## config.mk

```make
export PLATFORM = sky130hd
export DESIGN_NAME = idc_delivery_ctrl
export DESIGN_NICKNAME = d
export VERILOG_FILES = /design/src/rtl/idc_pkg.sv /design/src/rtl/idc_pin_track.sv /design/src/rtl/idc_prio_pick.sv /design/src/rtl/idc_msg_reg.sv /design/src/rtl/idc_delivery_ctrl.sv
export SDC_FILE = /design/constraint.sdc
export NUM_CORES = 1
export LEC_CHECK = 0
export BUFFER_PORTS_ARGS = -buffer_cell sky130_fd_sc_hd__buf_2
export CAP_MARGIN = 15
export CELL_PAD_IN_SITES_DETAIL_PLACEMENT = 1
export CELL_PAD_IN_SITES_GLOBAL_PLACEMENT = 2
export CORE_MARGIN = 4
export CORE_UTILIZATION = 25
export DETAILED_ROUTE_END_ITERATION = 10
export PLACE_DENSITY = 0.81
export SYNTH_ARGS = -nofsm -noshare
export SYNTH_HDL_FRONTEND = slang
export SYNTH_SLANG_ARGS = --single-unit
```

## constraint.sdc

```tcl
create_clock -name clk -period 2.6 [get_ports clk]
set_input_delay 0.13 -clock clk [delete_from_list [all_inputs] [get_ports clk]]
set_output_delay 0.13 -clock clk [all_outputs]
set_load 0.1 [all_outputs]
```

## src/rtl/idc_pkg.sv

```systemverilog
// Shared constants for the interrupt delivery controller.
package idc_pkg;
    localparam int DMODE_W = 3;
    localparam int SHORT_W = 2;
    typedef logic [DMODE_W-1:0] dmode_t;
endpackage

```

## src/rtl/idc_pin_track.sv

```systemverilog
// Per-pin request tracker.
// Applies polarity, keeps the pending bit, the edge request latch and the
// level in-service flag, and reports merged requests.
// Assumes `load` is high only in the cycle its message enters the output register.
module idc_pin_track (
    input  logic clk,
    input  logic rst_n,
    input  logic raw,
    input  logic pol,
    input  logic lvl_trig,
    input  logic mask,
    input  logic load,
    input  logic eoi_hit,
    output logic eligible,
    output logic coal_q,
    output logic rirr_q
);
    logic pend_q, want_q;
    logic eff, rise, want_n, rirr_n, coal_n;

    // effective level and its rising change against the pending bit
    assign eff  = raw ^ pol;
    assign rise = eff & ~pend_q;

    // next-state terms for latch, in-service flag and merge report
    always_comb begin
        want_n = ~lvl_trig & ~mask & ((want_q & ~load) | rise);
        rirr_n = lvl_trig & (load | (rirr_q & ~eoi_hit));
        coal_n = ~mask & rise & (lvl_trig ? rirr_q : (want_q & ~load));
    end

    // ready to be granted this cycle
    assign eligible = ~mask & (lvl_trig ? (pend_q & ~rirr_q) : want_q);

    // state registers
    always_ff @(posedge clk) begin
        if (!rst_n) begin
            pend_q <= 1'b0;
            want_q <= 1'b0;
            rirr_q <= 1'b0;
            coal_q <= 1'b0;
        end else begin
            pend_q <= eff;
            want_q <= want_n;
            rirr_q <= rirr_n;
            coal_q <= coal_n;
        end
    end
endmodule

```

## src/rtl/idc_prio_pick.sv

```systemverilog
// Fixed-priority picker: the lowest set request bit wins.
// Assumes N >= 2.
module idc_prio_pick #(
    parameter int N  = 8,
    parameter int IW = $clog2(N)
) (
    input  logic [N-1:0]  req,
    output logic [N-1:0]  gnt,
    output logic [IW-1:0] idx,
    output logic          any
);
    // isolate the lowest set bit
    assign gnt = req & (~req + N'(1));
    assign any = |req;

    // encode the winner; the downward scan leaves the lowest index in idx
    always_comb begin
        idx = '0;
        for (int i = N - 1; i >= 0; i--) begin
            if (req[i]) idx = IW'(i);
        end
    end
endmodule

```

## src/rtl/idc_msg_reg.sv

```systemverilog
// One-entry output holding register with a valid/ready handshake.
// Assumes `take` is asserted only when the slot is empty or being accepted.
module idc_msg_reg #(
    parameter int W = 16
) (
    input  logic         clk,
    input  logic         rst_n,
    input  logic         take,
    input  logic         ready,
    input  logic [W-1:0] din,
    output logic         valid,
    output logic [W-1:0] dout
);
    // hold, load or drain the message
    always_ff @(posedge clk) begin
        if (!rst_n) begin
            valid <= 1'b0;
            dout  <= '0;
        end else if (take) begin
            valid <= 1'b1;
            dout  <= din;
        end else if (ready) begin
            valid <= 1'b0;
        end
    end
endmodule

```

## src/rtl/idc_delivery_ctrl.sv

```systemverilog
// Edge/level interrupt delivery controller top.
// Tracks every pin, picks the lowest ready pin, builds its message
// (with the pin-0 boot-processor override) and holds it until accepted.
// Assumes the entry fields are stable register outputs from the table block.
module idc_delivery_ctrl
    import idc_pkg::*;
#(
    parameter int NPINS  = 8,
    parameter int VEC_W  = 8,
    parameter int DEST_W = 8,
    parameter logic [DEST_W-1:0] BOOT_ID = '0,
    localparam int PIN_W = $clog2(NPINS),
    localparam int PAY_W = PIN_W + VEC_W + DEST_W + 2 + DMODE_W
) (
    input  logic                     clk,
    input  logic                     rst_n,
    input  logic [NPINS-1:0]         pin_level,
    input  logic [NPINS-1:0]         cfg_polarity,
    input  logic [NPINS-1:0]         cfg_level_trig,
    input  logic [NPINS-1:0]         cfg_mask,
    input  logic [NPINS-1:0]         cfg_logical,
    input  logic [NPINS*VEC_W-1:0]   cfg_vector,
    input  logic [NPINS*DEST_W-1:0]  cfg_dest,
    input  logic [NPINS*DMODE_W-1:0] cfg_dmode,
    input  logic                     eoi_valid,
    input  logic [VEC_W-1:0]         eoi_vector,
    output logic                     msg_valid,
    input  logic                     msg_ready,
    output logic [PIN_W-1:0]         msg_pin,
    output logic [VEC_W-1:0]         msg_vector,
    output logic [DEST_W-1:0]        msg_dest,
    output logic                     msg_logical,
    output logic                     msg_level_trig,
    output logic [DMODE_W-1:0]       msg_dmode,
    output logic                     msg_assert,
    output logic [SHORT_W-1:0]       msg_shorthand,
    output logic [NPINS-1:0]         coalesced
);
    logic [NPINS-1:0] elig_vec, gnt_vec, load_vec, rirr_vec, eoi_hit;
    logic [PIN_W-1:0] sel_idx;
    logic             any_req, take, is_p0;
    logic [DEST_W-1:0] sel_dest;
    logic             sel_logical;
    logic [PAY_W-1:0] pay_d, pay_q;

    // one tracker per pin, with its end-of-interrupt vector match
    for (genvar g = 0; g < NPINS; g++) begin : g_pin
        assign eoi_hit[g] = eoi_valid & (cfg_vector[g*VEC_W +: VEC_W] == eoi_vector);

        idc_pin_track u_trk (
            .clk      (clk),
            .rst_n    (rst_n),
            .raw      (pin_level[g]),
            .pol      (cfg_polarity[g]),
            .lvl_trig (cfg_level_trig[g]),
            .mask     (cfg_mask[g]),
            .load     (load_vec[g]),
            .eoi_hit  (eoi_hit[g]),
            .eligible (elig_vec[g]),
            .coal_q   (coalesced[g]),
            .rirr_q   (rirr_vec[g])
        );
    end

    // lowest ready pin wins
    idc_prio_pick #(.N(NPINS), .IW(PIN_W)) u_pick (
        .req (elig_vec),
        .gnt (gnt_vec),
        .idx (sel_idx),
        .any (any_req)
    );

    // load when a request exists and the output slot frees up
    assign take     = any_req & (~msg_valid | msg_ready);
    assign load_vec = gnt_vec & {NPINS{take}};

    // message fields of the winner, pin 0 forced to the boot processor
    assign is_p0       = (sel_idx == '0);
    assign sel_dest    = is_p0 ? BOOT_ID : cfg_dest[int'(sel_idx)*DEST_W +: DEST_W];
    assign sel_logical = is_p0 ? 1'b0 : cfg_logical[sel_idx];
    assign pay_d = {sel_idx,
                    cfg_vector[int'(sel_idx)*VEC_W +: VEC_W],
                    sel_dest,
                    sel_logical,
                    cfg_level_trig[sel_idx],
                    cfg_dmode[int'(sel_idx)*DMODE_W +: DMODE_W]};

    // output holding stage
    idc_msg_reg #(.W(PAY_W)) u_out (
        .clk   (clk),
        .rst_n (rst_n),
        .take  (take),
        .ready (msg_ready),
        .din   (pay_d),
        .valid (msg_valid),
        .dout  (pay_q)
    );

    // unpack the held message
    assign {msg_pin, msg_vector, msg_dest, msg_logical, msg_level_trig, msg_dmode} = pay_q;
    assign msg_assert    = 1'b1;
    assign msg_shorthand = '0;
endmodule

```

==> tab_implementation.tex <==
\begin{tabular}{lr}
\hline
Metric & Value \\
\hline
\multicolumn{2}{l}{\textbf{Final layout}} \\
Ratio of cells with drive above 1 in the final layout & 0.3739 \\
Leading cell type in the layout, fill and taps excluded & buf\_2 \\
Fill cell total of the finished layout & approximately 2200 \\
Multi-input gate area in the final layout & about 0.0033 mm2 \\
Register Area & $\sim$0.0011 mm2 \\
Layout Cell Area excl Fill & approximately 0.0065 mm2 \\
Fraction of the core area covered by cells at the end of the flow & 0.3573 \\
Synthesis-to-finish area growth & 38.63\% \\
Final \#Nets & about 1000 \\
Most used cells in the layout excluding fill and tap cells & buf\_2 (227), nand2\_1 (63), xor2\_1 (62) \\
\multicolumn{2}{l}{\textbf{Routing}} \\
Detail-routed via count per cell & $\sim$5.2 \\
Vias & 5368 \\
DR pass1 iterations & 5 \\
DRC violations left & 0 \\
Remaining number of nets flagged by the antenna check after routing & 0 \\
Routed WL & $\sim$21000 um \\
Routed len/inst & just over 20 um \\
Iteration-0 DRC Markers & roughly 210 \\
\multicolumn{2}{l}{\textbf{Run}} \\
Max cap viols & 0 \\
\multicolumn{2}{l}{\textbf{Floorplan}} \\
Starting utilization of the core area & 0.2577 \\
Number of placement rows & 49 \\
Total die area & $\sim$0.021 mm2 \\
Width of the die & approximately 150 um \\
Die Ht & about 150 um \\
I/O pin count & 240 \\
Area of the placeable core & between 0.015 and 0.02 mm2 \\
\multicolumn{2}{l}{\textbf{Clock network}} \\
Cell at the root of the clock tree & clkbuf\_16 \\
Worst skew pair latency & $\sim$0.34 ns \\
Number of buffers between clock root and the deepest sink & 2 \\
Number of buffers added by the clock tree synthesis step & 9 \\
CTS tree & yes \\
Number of sinks on the clock net & between 50 and 60 \\
Clock edge transition at the registers on the reported setup and hold paths & roughly 0.05 ns \\
Number of H-tree branching levels & 3 \\
Buffers inserted by post-CTS timing repair & 0 \\
\multicolumn{2}{l}{\textbf{Setup path}} \\
Data arrival time of the critical path & approximately 2.7 ns \\
Top cell by count, worst path & buf\_4 \\
Slowest cell on the critical path & dlygate4sd3\_1 \\
Buffering stage count on the worst path with inverters included & 4 \\
Startpoint-to-endpoint class of the critical path & in2reg \\
Worst setup startpoint & cfg\_mask[3] \\
Stage delay of the slowest cell on the critical path & 0.52 ns \\
Critical path peak fanout & 5 \\
Startpoint kind of the worst setup timing path & input port \\
CP endpoint kind & register \\
List of cells traversed by the critical path & dlygate4sd3\_1 -> buf\_2 -> and4bb\_1 -> a21oi\_2 -> nor3\_2 -> buf\_4 -> a2111oi\_1 -> buf\_4 -> a211oi\_1 -> a311o\_1 -> a31oi\_1 \\
Required time of the critical path & between 2 and 3 ns \\
Kind of cell with the highest combined delay on the critical path & compound AO/OA/AOI/OAI gates \\
Start of the worst register-to-register path & g\_pin[0].u\_trk.rirr\_q\$\_SDFF\_PN0\_ \\
\multicolumn{2}{l}{\textbf{Global route}} \\
First-pass GRT wire length & 32500 um \\
Number of global-route vias before repair & 5799 \\
Overflow left after global routing & 0 \\
Fraction of met1 tracks used by global routing & 0.2368 \\
Met2 capacity usage during global routing & 0.3380 \\
Combined global-route utilization of all metal layers & 0.1977 \\
Grt peak-use layer & met2 \\
Number of antenna violations at the first check in global routing & 4 \\
Met3 track utilization from global routing & 0.06330 \\
Maximum number of pins on one net before global-route repair & 31 \\
\multicolumn{2}{l}{\textbf{STA}} \\
Slew at the pin with the worst max-slew slack & between 0.6 and 0.7 ns \\
Count of final hold-check violations & 0 \\
Aggregate negative setup slack & 0 ns \\
Relative slew slack & 0.5698 \\
Shortest clock period the worst path allows after layout & 2.424 ns \\
Final-report setup violation count & 0 \\
Final Cycle Share & 0.9321 \\
Final Max Slew Viols & 0 \\
Skew final & about 0.0075 ns \\
RSZ-0062 raised after global routing & no \\
Achievable clock frequency & slightly above 400 MHz \\
\multicolumn{2}{l}{\textbf{Yosys}} \\
Top\_reg\_cell synth & dfxtp\_1 \\
Share of synthesized area occupied by flip-flops and latches & 0.2431 \\
Biggest area consumer among synthesized cells & dfxtp\_1 \\
Synthesized area & around 0.0047 mm2 \\
Post-synthesis instance total & approximately 570 \\
Post-synthesis cell type count & 49 \\
Per-instance average area after synthesis & approximately 8 um2 \\
Top-area cell type share of the netlist area & 0.2431 \\
Synth warnings & 0 \\
Flip-flop and latch count after synthesis & 57 \\
Number of synthesized flops with an enable pin & 0 \\
Proportion of synthesized flip-flops having asynchronous set or reset & 0 \\
Synth top area cells & dfxtp\_1 (24\%), xor2\_1 (12\%), mux2i\_1 (7.7\%), nand2\_1 (5.0\%), a211oi\_1 (3.7\%) \\
\multicolumn{2}{l}{\textbf{Status}} \\
Result of the run & complete, no violations \\
\multicolumn{2}{l}{\textbf{Pwr}} \\
Total power density per cell area & roughly 600 mW/mm2 \\
Pleak & between 2 and 3 nW \\
VDD IR-drop max & 386.5 uV \\
\multicolumn{2}{l}{\textbf{Placed design}} \\
DP Wirelength & 17280 um \\
Number of I/O port buffers & 227 \\
Weighted congestion at the end of routability-driven global placement & 0.8320 \\
Instance area at placement & 0.006156 mm2 \\
\multicolumn{2}{l}{\textbf{Worst hold path}} \\
Hold Crit Start & cfg\_mask[5] \\
Hold crit path type & in2reg \\
\hline
\end{tabular}
[synthesized netlist by cell type (3+ instances only)]
cell / number
a211oi_1: 23
and3_1: 8
o41ai_1: 9
mux2_2: 7
o21ai_0: 16
xor2_1: 62
buf_6: 5
nor4_1: 13
nor2_1: 23
nand3b_1: 7
a31oi_1: 18
o22a_1: 12
buf_4: 13
a2111oi_0: 17
nor4b_1: 5
and2_1: 7
inv_1: 14
nand3_1: 21
xnor2_1: 10
o31ai_1: 8
dfxtp_1: 57
clkbuf_1: 26
o21ai_1: 3
nand2_1: 63
a21oi_2: 5
a311o_1: 12
a21o_1: 8
nand2b_1: 11
a21oi_1: 23
mux2i_1: 36
[area by class of cell]
class                   count  share of cell area
multi-input cells         457              0.5029
repair buffers            262              0.2196
flip-flops and latches     57              0.1754
well taps                 229             0.04404
clock buffers              13             0.04308
inverters                  14            0.008077
clock inverters             2            0.005385
diodes                      4            0.001538
[final timing paths]
kind                                           end  slack, ns  cells after the start
setup / recovery        u_out.dout[2]$_SDFFE_PN0P_       0.18                     11
hold / removal    g_pin[5].u_trk.coal_q$_SDFF_PN0_      0.008                      2
hold reg to reg         u_out.dout[3]$_SDFFE_PN0P_       0.49                      2
setup reg to reg        u_out.dout[1]$_SDFFE_PN0P_       0.18                      8
[state kept, by name, indices dropped and copies added (netlist names)]
| register | count |
|---|---|
| g_pin.u_trk.coal_q | 8 |
| g_pin.u_trk.want_q | 8 |
| g_pin.u_trk.rirr_q | 8 |
| g_pin.u_trk.pend_q | 8 |
| u_out.dout | 24 |
| u_out.valid | 1 |
[repair_timing]
action	CTS	global route
gates resized for setup	0	2
hold buffers	2	0
setup endpoints to repair	0	6
hold endpoints to repair	2	0
[per-layer routing]
metal | part of all wire | up-vias
met2 | 0.48 | 213
met3 | 0.077 | 39
met1 | 0.42 | 2534
met4 | 0.023 | 2
met5 | 0.00033 | -
li1 | - | 2580
[where the power goes]
part           total, W  internal, W  leakage, nW  switching (W)
clock           0.00128     0.000839        0.158       0.000437
combinational   0.00165     0.000515         2.34        0.00113
sequential     0.000999     0.000954        0.467      0.0000452
[stage by stage]
step	instances	worst slack [ns]	total power, W	hold WS (ns)
4_1_cts	1034	0.08526	0.003961	0.0001930
2_1_floorplan	574	0.4082	0.002128	0.2067
5_1_grt	1036	0.005848	0.004099	0.02460
3_5_place_dp	1017	0.1111	0.002661	0.3445
3_3_place_gp	1017	0.07889	0.002648	0.3501
6_report	1038	0.1765	0.003922	0.008134
[cells by family after synthesis]
group,count (synthesis),share of synthesized area
xor gates and xnor gates,72,0.1344
AOI/OAI and AO/OA,162,0.2541
buffers and inverters,60,0.06638
and+or+nand+nor,174,0.1949
muxes,46,0.1056
other,2,0.001600
DFF,57,0.2431
No activity file was read; power rests on OpenSTA's default activity.
